===== config.mk =====
export PLATFORM = sky130hd
export DESIGN_NAME = coef_quantizer
export DESIGN_NICKNAME = d
export VERILOG_FILES = /design/src/rtl/cq_pkg.sv /design/src/rtl/cq_ctrl.sv /design/src/rtl/cq_datapath.sv /design/src/rtl/coef_quantizer.sv
export SDC_FILE = /design/constraint.sdc
export NUM_CORES = 1
export LEC_CHECK = 0
export BUFFER_PORTS_ARGS = -buffer_cell sky130_fd_sc_hd__buf_4
export CAP_MARGIN = 20
export CORE_UTILIZATION = 40
export CTS_BUF_LIST = sky130_fd_sc_hd__clkbuf_16
export DETAILED_ROUTE_END_ITERATION = 10
export PLACE_DENSITY = 0.71
export SKIP_CTS_REPAIR_TIMING = 1
export SYNTH_ARGS = -nofsm -noshare
export SYNTH_HDL_FRONTEND = slang
export SYNTH_HIERARCHICAL = 1
export SYNTH_SLANG_ARGS = --single-unit
export TNS_END_PERCENT = 30

===== constraint.sdc =====
create_clock -name clk -period 22.7 [get_ports clk]
set_input_delay 4.54 -clock clk [delete_from_list [all_inputs] [get_ports clk]]
set_output_delay 4.54 -clock clk [all_outputs]
set_load 0.03 [all_outputs]

===== src/rtl/cq_pkg.sv =====
package cq_pkg;
  localparam int COEF_W     = 12;
  localparam int STEP_W     = 5;
  localparam int LVL_W      = 8;
  localparam int DIV_W      = STEP_W + 1;
  localparam int DC_SHIFT   = 3;
  localparam int DC_BIAS    = 1 << (DC_SHIFT - 1);
  localparam int LVL_MAX    = (1 << (LVL_W - 1)) - 1;
  localparam int DC_MIN     = 1;
  localparam int DC_MAX     = (1 << LVL_W) - 2;
  localparam int DC_ESC_IN  = 1 << (LVL_W - 1);
  localparam int DC_ESC_OUT = (1 << LVL_W) - 1;

  typedef struct packed {
    logic             fire;
    logic             first;
    logic             dcSel;
    logic [DIV_W-1:0] divisor;
  } cq_strobe_t;
endpackage


===== src/rtl/cq_ctrl.sv =====
module cq_ctrl
  import cq_pkg::*;
(
  input  logic              clk,
  input  logic              rstN,
  input  logic              inValid,
  input  logic              inFirst,
  input  logic              inMbStart,
  input  logic              inIntra,
  input  logic              hostDual,
  input  logic [STEP_W-1:0] hostStepA,
  input  logic [STEP_W-1:0] hostStepB,
  output cq_strobe_t        strobe
);
  logic              heldDual, heldIntra;
  logic [STEP_W-1:0] heldStepA, heldStepB;
  logic              latchNow;
  logic              effDual, effIntra;
  logic [STEP_W-1:0] effStepA, effStepB, stepSel, stepUse;

  assign latchNow = inValid & inMbStart;

  // settings copied at the macroblock boundary
  always_ff @(posedge clk or negedge rstN) begin
    if (!rstN) begin
      heldDual  <= 1'b0;
      heldIntra <= 1'b0;
      heldStepA <= '0;
      heldStepB <= '0;
    end else if (latchNow) begin
      heldDual  <= hostDual;
      heldIntra <= inIntra;
      heldStepA <= hostStepA;
      heldStepB <= hostStepB;
    end
  end

  always_comb begin
    effDual  = latchNow ? hostDual  : heldDual;
    effIntra = latchNow ? inIntra   : heldIntra;
    effStepA = latchNow ? hostStepA : heldStepA;
    effStepB = latchNow ? hostStepB : heldStepB;
    stepSel  = (effDual && effIntra) ? effStepB : effStepA;
    stepUse  = (stepSel == '0) ? STEP_W'(1) : stepSel;
    strobe.fire    = inValid;
    strobe.first   = inFirst;
    strobe.dcSel   = inFirst & effIntra;
    strobe.divisor = {stepUse, 1'b0};
  end
endmodule


===== src/rtl/cq_datapath.sv =====
module cq_datapath
  import cq_pkg::*;
(
  input  logic                     clk,
  input  logic                     rstN,
  input  cq_strobe_t               strobe,
  input  logic signed [COEF_W-1:0] coef,
  output logic                     outValid,
  output logic                     outFirst,
  output logic [LVL_W-1:0]         outLevel
);
  localparam logic signed [COEF_W:0] DC_LO  = (COEF_W+1)'(DC_MIN);
  localparam logic signed [COEF_W:0] DC_HI  = (COEF_W+1)'(DC_MAX);
  localparam logic signed [COEF_W:0] DC_ESC = (COEF_W+1)'(DC_ESC_IN);

  cq_strobe_t               s1Strobe;
  logic signed [COEF_W-1:0] s1Coef;

  always_ff @(posedge clk or negedge rstN) begin
    if (!rstN) begin
      s1Strobe <= '0;
      s1Coef   <= '0;
    end else begin
      s1Strobe <= strobe;
      if (strobe.fire) s1Coef <= coef;
    end
  end

  // magnitude and sign of the captured coefficient
  logic              negIn;
  logic [COEF_W-1:0] mag;
  assign negIn = s1Coef[COEF_W-1];
  assign mag   = negIn ? $unsigned(-s1Coef) : $unsigned(s1Coef);

  // unrolled restoring divider, one quotient bit per row
  logic [DIV_W-1:0]  rem [COEF_W];
  logic [COEF_W-1:0] quo;
  assign rem[0] = '0;

  for (genvar i = 0; i < COEF_W; i++) begin : g_row
    logic [DIV_W:0] trial;
    logic           take;
    assign trial = {rem[i], mag[COEF_W-1-i]};
    assign take  = trial >= {1'b0, s1Strobe.divisor};
    assign quo[COEF_W-1-i] = take;
    if (i < COEF_W - 1) begin : g_rem
      assign rem[i+1] = take ? (trial[DIV_W-1:0] - s1Strobe.divisor)
                             : trial[DIV_W-1:0];
    end
  end

  // step path: saturate magnitude then restore sign
  logic [LVL_W-1:0] magSat, acLevel;
  always_comb begin
    if (quo > COEF_W'(LVL_MAX)) magSat = LVL_W'(LVL_MAX);
    else                        magSat = quo[LVL_W-1:0];
    acLevel = negIn ? (~magSat + 1'b1) : magSat;
  end

  // fixed intra DC path: round, clamp, escape
  logic signed [COEF_W:0] dcSum, dcRound;
  logic [LVL_W-1:0]       dcLevel;
  always_comb begin
    dcSum   = $signed((COEF_W+1)'(s1Coef)) + $signed((COEF_W+1)'(DC_BIAS));
    dcRound = dcSum >>> DC_SHIFT;
    if (dcRound < DC_LO)        dcLevel = LVL_W'(DC_MIN);
    else if (dcRound > DC_HI)   dcLevel = LVL_W'(DC_MAX);
    else if (dcRound == DC_ESC) dcLevel = LVL_W'(DC_ESC_OUT);
    else                        dcLevel = dcRound[LVL_W-1:0];
  end

  always_ff @(posedge clk or negedge rstN) begin
    if (!rstN) begin
      outValid <= 1'b0;
      outFirst <= 1'b0;
      outLevel <= '0;
    end else begin
      outValid <= s1Strobe.fire;
      outFirst <= s1Strobe.fire & s1Strobe.first;
      if (s1Strobe.fire) outLevel <= s1Strobe.dcSel ? dcLevel : acLevel;
    end
  end
endmodule


===== src/rtl/coef_quantizer.sv =====
module coef_quantizer
  import cq_pkg::*;
(
  input  logic                     clk,
  input  logic                     rstN,
  input  logic                     inValid,
  input  logic                     inFirst,
  input  logic                     inMbStart,
  input  logic                     inIntra,
  input  logic signed [COEF_W-1:0] inCoef,
  input  logic                     hostDual,
  input  logic [STEP_W-1:0]        hostStepA,
  input  logic [STEP_W-1:0]        hostStepB,
  output logic                     outValid,
  output logic                     outFirst,
  output logic [LVL_W-1:0]         outLevel
);
  cq_strobe_t strobe;

  cq_ctrl u_ctrl (
    .clk       (clk),
    .rstN      (rstN),
    .inValid   (inValid),
    .inFirst   (inFirst),
    .inMbStart (inMbStart),
    .inIntra   (inIntra),
    .hostDual  (hostDual),
    .hostStepA (hostStepA),
    .hostStepB (hostStepB),
    .strobe    (strobe)
  );

  cq_datapath u_dp (
    .clk      (clk),
    .rstN     (rstN),
    .strobe   (strobe),
    .coef     (inCoef),
    .outValid (outValid),
    .outFirst (outFirst),
    .outLevel (outLevel)
  );
endmodule


==> results of run 1 <==
-- layout make-up --
class | count | area (sq um) | area share, %
clock buffer | 5 | 125 | 1.50
clock inverter | 2 | 37.5 | 0.450
inverter | 46 | 175 | 2.10
multi-input combinational | 623 | 5610 | 67.2
sequential | 43 | 1080 | 12.9
tap | 188 | 235 | 2.82
timing repair buffer | 142 | 1080 | 13.0
-- state kept, by name, summed over array words and instances, names as in the netlist --
| name | flops |
|---|---|
| u_dp/s1Strobe | 9 |
| u_ctrl/heldStepB | 5 |
| u_ctrl/heldStepA | 5 |
| u_ctrl/heldIntra | 1 |
| u_dp/s1Coef | 12 |
| u_dp/outFirst | 1 |
| u_dp/outValid | 1 |
| u_dp/outLevel | 8 |
| u_ctrl/heldDual | 1 |
-- cell families (layout without fill, tap and decap cells) --
logic type      after synthesis  after routing  share of synthesized area [%]
flops                        43             43                           17.3
other cells                   1              1                         0.0602
fa+ha+maj                    82             82                           17.7
compound gates              187            187                           21.9
simple gates                242            242                           20.5
xor+xnor                     48             48                           6.75
mux                          63             63                           11.2
buf+inv                      70            195                           4.58
-- path summary, 6_finish.rpt --
kind	slack, ps	to	cells past startpoint
max	190	u_dp/outLevel[1]$_DFFE_PN0P_	119
min	460	u_dp/outFirst$_DFF_PN0_	1
max reg2reg	190	u_dp/outLevel[1]$_DFFE_PN0P_	119
min reg2reg	460	u_dp/outFirst$_DFF_PN0_	1
max in group asynchronous	18100	u_ctrl/heldStepA[4]$_DFF_PN0_	1
min in group asynchronous	4240	u_dp/s1Coef[1]$_DFFE_PN0P_	1
-- metal layers --
layer  routed length, microns  global-route usage [%]  vias up  share of wire [%]
li1                         -                       -     2956                  -
met1                     8320                    30.1     2916                 45
met2                     8750                    34.8      184                 48
met3                      838                    1.90       41                4.6
met4                      433                    6.51        0                2.4
met5                        0                       0        -                  0
-- worst reg2reg max path: cells and delay by family (launching register included) --
kind / cells / cell delay (ps)
buffers and inverters: 8 / 770
adder cells (fa/ha/maj): 13 / 2980
AND/OR/NAND/NOR: 38 / 6380
multiplexers: 9 / 2900
flip-flops: 1 / 370
AO/OA/AOI/OAI: 51 / 8950
-- placed cells by master (no fill, tap or decap), drive strengths merged, types with 10 or more instances in the layout --
cell type / n
xnor2: 23
mux2: 39
o21ai: 42
a21oi: 36
a31oi: 10
mux2i: 24
nor3: 11
and3: 12
a211oi: 14
fa: 10
inv: 46
nand4: 11
nor2: 49
nand2: 62
nand2b: 15
dfrtp: 43
a21o: 17
nor2b: 21
ha: 72
nand3: 17
buf: 142
xor2: 25
-- per-stage QoR --
stage	std cells	util [%]	TNS, ps	setup slack, ps
after floorplan	736	-	-49.2	-49.2
after global placement	1001	48.7	-841	-248
after detailed placement	1001	48.7	-2400	-531
after CTS	1008	49.8	-3550	-673
after global routing	1049	54.9	-3240	-622
final	1049	54.9	0	191
==> flow_summary.rst, run 1 <==
.. list-table::
   :header-rows: 1

   * - Metric
     - Value
   * - Synth Cell Area
     - 0.00623 sq mm
   * - Leading area contributor after synthesis
     - sky130_fd_sc_hd__dfrtp_1
   * - Total number of yosys warnings
     - 6
   * - Maximum number of pins on one net before global-route repair
     - 44
   * - Top-count cell post-synth
     - sky130_fd_sc_hd__ha_1
   * - Final ANT Viol Nets
     - 0
   * - Final cell area excluding filler cells
     - 0.00835 sq mm
   * - Ys flop type
     - sky130_fd_sc_hd__dfrtp_1
   * - Fin crit period
     - 22510 ps
   * - Clock tree from TritonCTS
     - built
   * - Async set-or-reset flop fraction in the synthesized netlist
     - 100%
   * - Launch instance of the worst min-delay path
     - u_dp/s1Strobe[7]$_DFF_PN0_
   * - Crit Path Class
     - reg -> reg
   * - Via count of the first global-routing pass
     - 5636
   * - Final net count
     - 972
   * - Number of antenna violations at the first check in global routing
     - 0
   * - Average detailed-routed wire length per instance
     - 17.5 microns
   * - Synthesis-stage register bit count
     - 43
   * - Final worst clock skew
     - 7.55 ps
   * - Placeable core area
     - 0.0152 sq mm
   * - Wire length of the first global-routing pass
     - 28000 microns
   * - Maximum clock frequency
     - 44.4 MHz
   * - First element of the critical path
     - u_dp/s1Coef[2]$_DFFE_PN0P_
   * - Total vias in the final route
     - 6097
   * - Endpoints failing setup
     - 0
   * - Maximum cell stage delay along the critical path
     - 590 ps
   * - Placed cell area
     - 0.00740 sq mm
   * - Net count of the mapped netlist
     - 847
   * - Top cell type's share of synthesized area
     - 17.3%
   * - Half-perimeter wire length after detailed placement
     - 13200 microns
   * - Top cell family by delay on the critical path
     - compound AO/OA/AOI/OAI gates
   * - Count of unresolved DRC violations after routing
     - 0
   * - Number of ports placed on the die boundary
     - 39
   * - Die extent in y
     - 127 microns
   * - Number of maximum-capacitance violations
     - 0
   * - CTS H-Tree Depth
     - 2
   * - Final-report max-slew violation count
     - 0
   * - Leading post-synthesis cells by instance count
     - sky130_fd_sc_hd__ha_1 (72), sky130_fd_sc_hd__nand2_1 (59), sky130_fd_sc_hd__nor2_1 (47)
   * - Worst-margin pin slew
     - 1060 ps
   * - Tightest hold margin
     - 463 ps
   * - Via density
     - 5.81
   * - Total routed wirelength
     - 18300 microns
   * - Start of the worst register-to-register path
     - u_dp/s1Coef[2]$_DFFE_PN0P_
   * - Crit path max fanout
     - 8
   * - Synth top area cells
     - sky130_fd_sc_hd__dfrtp_1 (17%), sky130_fd_sc_hd__ha_1 (14%), sky130_fd_sc_hd__mux2_2 (6.9%), sky130_fd_sc_hd__mux2i_1 (3.7%), sky130_fd_sc_hd__nand2_1 (3.6%)
   * - Starting Density
     - 41.0%
   * - Clock root cell
     - sky130_fd_sc_hd__clkbuf_16
   * - Area overhead of the layout relative to synthesis
     - 34.0%
   * - Share of synthesized area occupied by flip-flops and latches
     - 17.3%
   * - Most prevalent standard cell on the critical path
     - sky130_fd_sc_hd__ha_4
   * - Distinct cell type count after synthesis
     - 83
   * - Setup repair after global routing missed its margin
     - yes
   * - Residual overflow from global routing
     - 0
   * - Sink Count
     - 43
   * - Critical path arrival
     - 22670 ps
   * - Headroom to the max-slew limit
     - 29.2%
   * - Worst hold-check path type
     - reg -> reg
   * - Diode count
     - 0
   * - Combined global-route utilization of all metal layers
     - 21.4%
   * - Worst setup SP type
     - register
   * - Capturing element type of the critical path
     - register
   * - Post-Syn Area per Cell
     - 8.46 sq um
   * - Iteration-0 DRC count of the detailed router
     - 346
   * - Status
     - finished, final reports clean
   * - Die ar.
     - 0.0161 sq mm
   * - Synthesized netlist cell count
     - 736
   * - Ratio of cells with drive above 1 in the final layout
     - 37.0%
   * - Combined buffer and inverter count along the critical path
     - 8
   * - Die width
     - 127 microns
   * - Total iterations of the first detailed-routing run
     - 5
   * - Number of clock buffers inserted by TritonCTS
     - 5
   * - Filler Cells Inserted
     - 1309
   * - Weighted congestion reported at the end of routability-driven placement
     - 0.877
   * - Clock Tree Buf Depth
     - 2
   * - Clk slew on worst S/H paths
     - 60 ps
   * - Data required time at the worst endpoint
     - 22860 ps
   * - PortBufs
     - 38
   * - Count of flip-flops with a built-in enable after synthesis
     - 0
   * - Latest clock arrival within the worst-skew pair
     - 290 ps
   * - Final Hold Viols
     - 0
   * - Row Count
     - 45
   * - Ratio of final minimum period to clock period
     - 99.2%
   * - Slowest-stage cell, CP
     - sky130_fd_sc_hd__or4_4
Power of run 1 is left out: the tool's default activity adds up to more than one toggle a clock period on the data nets, which glitch-free logic cannot reach.
==> inputs of run 2 (changes only) <==
--- a/config.mk
+++ b/config.mk
@@ -7,6 +7,7 @@
 export LEC_CHECK = 0
 export BUFFER_PORTS_ARGS = -buffer_cell sky130_fd_sc_hd__buf_4
 export CAP_MARGIN = 20
+export CORE_ASPECT_RATIO = 0.8
 export CORE_UTILIZATION = 40
 export CTS_BUF_LIST = sky130_fd_sc_hd__clkbuf_16
 export DETAILED_ROUTE_END_ITERATION = 10
==> run 2 against run 1 <==
Effect of this change:
- the flow now finishes with violations (setup timing)
- sequential share of layout area is 0.083 points lower
- clock skew is 3.5 ps lower
- first-iteration DRC count is 40% higher
- worst hold slack worse by 14 ps
- cell area is 0.64% higher
- register-to-register slack worse by 320 ps
- utilization is 0.67 points higher
- routed wire length is 2.1% higher
==> flow_summary.rst, run 2 (synthesis gave the netlist of run 1 again) <==
.. list-table::
   :header-rows: 1

   * - Metric
     - Value
   * - Slowest-stage cell, CP
     - sky130_fd_sc_hd__or4_4
   * - Ratio of final minimum period to clock period
     - 101% (+1.4 points)
   * - Most used cells in the layout excluding fill and tap cells
     - sky130_fd_sc_hd__buf_4 (147), sky130_fd_sc_hd__ha_1 (53), sky130_fd_sc_hd__nand2_1 (52)
   * - Final Hold Viols
     - 0 (unchanged)
   * - Worst setup SP type
     - register
   * - Weighted congestion reported at the end of routability-driven placement
     - 0.896 (+2.2%)
   * - Latest clock arrival within the worst-skew pair
     - 280 ps (about the same)
   * - Via density
     - 5.69 (-2.1%)
   * - Final worst slack
     - -131 ps (-322 ps)
   * - Sink Count
     - 43 (unchanged)
   * - Violated checks
     - setup timing
   * - Cell depth of the worst flop-to-flop path
     - 121 (+1.7%)
   * - Placed cell area
     - 0.00745 sq mm (+0.68%)
   * - Maximum cell stage delay along the critical path
     - 570 ps (-20 ps)
   * - Maximum clock frequency
     - 43.8 MHz (-1.4%)
   * - Largest register by flop count
     - u_dp/s1Coef
   * - Start of the worst register-to-register path
     - u_dp/s1Coef[2]$_DFFE_PN0P_
   * - Critical path arrival
     - 22980 ps (+310 ps)
   * - Clk slew on worst S/H paths
     - 60 ps (about the same)
   * - Finished Core Util
     - 55.6% (+0.67 points)
   * - Status
     - finished, violations left
   * - Final worst clock skew
     - 4.02 ps (-3.53 ps)
   * - CTS H-Tree Depth
     - 2 (unchanged)
   * - Final-report max-slew violation count
     - 0 (unchanged)
   * - Reg2reg end
     - u_dp/outLevel[1]$_DFFE_PN0P_
   * - Final cell area excluding filler cells
     - 0.00840 sq mm (+0.64%)
   * - Number of ports placed on the die boundary
     - 39 (unchanged)
   * - Ratio of cells with drive above 1 in the final layout
     - 37.1% (+0.076 points)
   * - Die extent in y
     - 114 microns (-10%)
   * - Capturing element type of the critical path
     - register
   * - Endpoint of the worst hold-timing path
     - u_dp/outFirst$_DFF_PN0_
   * - Clock Tree Buf Depth
     - 2 (unchanged)
   * - Die ar.
     - 0.0161 sq mm (about the same)
   * - Die width
     - 141 microns (+12%)
   * - Half-perimeter wire length after detailed placement
     - 13400 microns (+1.7%)
   * - Top cell family by delay on the critical path
     - compound AO/OA/AOI/OAI gates
   * - Area overhead of the layout relative to synthesis
     - 34.9%
   * - Setup slack, reg-to-reg
     - -130 ps (-320 ps)
   * - PortBufs
     - 38 (unchanged)
   * - Crit Path Class
     - reg -> reg
   * - Row Count
     - 40 (-11%)
   * - Count of unresolved DRC violations after routing
     - 0 (unchanged)
   * - Flip-flop count of the largest register, all copies and words added
     - 12 (unchanged)
   * - Worst hold-check path type
     - reg -> reg
   * - Total vias in the final route
     - 6143 (+0.75%)
   * - Wire length of the first global-routing pass
     - 27300 microns (-2.2%)
   * - Via count of the first global-routing pass
     - 5359 (-4.9%)
   * - Headroom to the max-slew limit
     - 27.5% (-1.8 points)
   * - Diode count
     - 0 (unchanged)
   * - Average detailed-routed wire length per instance
     - 17.3 microns (-0.81%)
   * - Starting Density
     - 41.2% (+0.24 points)
   * - Placed cells
     - 1026 (+2.5%)
   * - Clock root cell
     - sky130_fd_sc_hd__clkbuf_16
   * - Clock tree from TritonCTS
     - built
   * - Total routed wirelength
     - 18700 microns (+2.1%)
   * - Endpoints failing setup
     - 2 (+2)
   * - Number of non-filler instances in the completed layout
     - 1080 (+3.0%)
   * - Number of antenna violations at the first check in global routing
     - 0 (unchanged)
   * - Final net count
     - 981 (+0.93%)
   * - Setup repair after global routing missed its margin
     - yes
   * - Residual overflow from global routing
     - 0 (unchanged)
   * - Total iterations of the first detailed-routing run
     - 5 (unchanged)
   * - Number of clock buffers inserted by TritonCTS
     - 5 (unchanged)
   * - Data required time at the worst endpoint
     - 22850 ps (about the same)
   * - Most prevalent standard cell on the critical path
     - sky130_fd_sc_hd__ha_4
   * - Fin crit period
     - 22830 ps (+322 ps)
   * - Number of cells traversed by the worst hold path
     - 1 (unchanged)
   * - Combined global-route utilization of all metal layers
     - 21.2% (-0.16 points)
   * - Registers with the highest flip-flop counts
     - u_dp/s1Coef x12, u_dp/s1Strobe x9, u_dp/outLevel x8
   * - Leading cell type in the layout, fill and taps excluded
     - sky130_fd_sc_hd__buf_4
   * - Crit path max fanout
     - 7 (-1)
   * - Final ANT Viol Nets
     - 0 (unchanged)
   * - Placeable core area
     - 0.0151 sq mm (-0.58%)
   * - Iteration-0 DRC count of the detailed router
     - 484 (+40%)
   * - Number of maximum-capacitance violations
     - 0 (unchanged)
   * - Maximum number of pins on one net before global-route repair
     - 44 (unchanged)
   * - Tightest hold margin
     - 449 ps (-14.2 ps)
   * - Filler Cells Inserted
     - 1362 (+4.0%)
   * - Worst-margin pin slew
     - 1090 ps (+26.6 ps)
   * - Launch instance of the worst min-delay path
     - u_dp/s1Strobe[7]$_DFF_PN0_
   * - Combined buffer and inverter count along the critical path
     - 9 (+1)
[run 2: final cells by class]
type,instances,area (sq um),area share (%)
Clock buffer,5,125,1.49
Clock inverter,2,37.5,0.447
Inverter,46,178,2.12
Multi-Input combinational cell,623,5570,66.3
Sequential cell,43,1080,12.8
Tap cell,210,263,3.13
Timing Repair Buffer,151,1150,13.7
[run 2: metal layers]
layer / vias to the layer above / global-route usage (%) / share of wire [%]
li1: 2974 / - / -
met1: 2949 / 32.8 / 48
met3: 25 / 2.73 / 6.0
met4: 0 / 3.23 / 1.4
met5: - / 0 / 0
met2: 195 / 31.7 / 45
[run 2: through the flow]
step	worst slack, ps	setup TNS (ps)
3_3_place_gp	-354	-1500
6_report	-131	-208
5_1_grt	-1050	-6770
3_5_place_dp	-519	-2540
2_1_floorplan	-49.2	-49.2
4_1_cts	-641	-3230
[run 2: worst max path at each step]
stage,from,to,cells after the start
after floorplan,u_dp/s1Coef[1]$_DFFE_PN0P_,u_dp/outLevel[1]$_DFFE_PN0P_,123
after global placement,u_dp/s1Coef[1]$_DFFE_PN0P_,u_dp/outLevel[1]$_DFFE_PN0P_,121
after detailed placement,u_dp/s1Coef[1]$_DFFE_PN0P_,u_dp/outLevel[1]$_DFFE_PN0P_,121
after CTS,u_dp/s1Coef[1]$_DFFE_PN0P_,u_dp/outLevel[1]$_DFFE_PN0P_,121
after global routing,u_dp/s1Coef[2]$_DFFE_PN0P_,u_dp/outLevel[1]$_DFFE_PN0P_,122
final,u_dp/s1Coef[2]$_DFFE_PN0P_,u_dp/outLevel[1]$_DFFE_PN0P_,121
Power of run 2 is left out for the same reason.
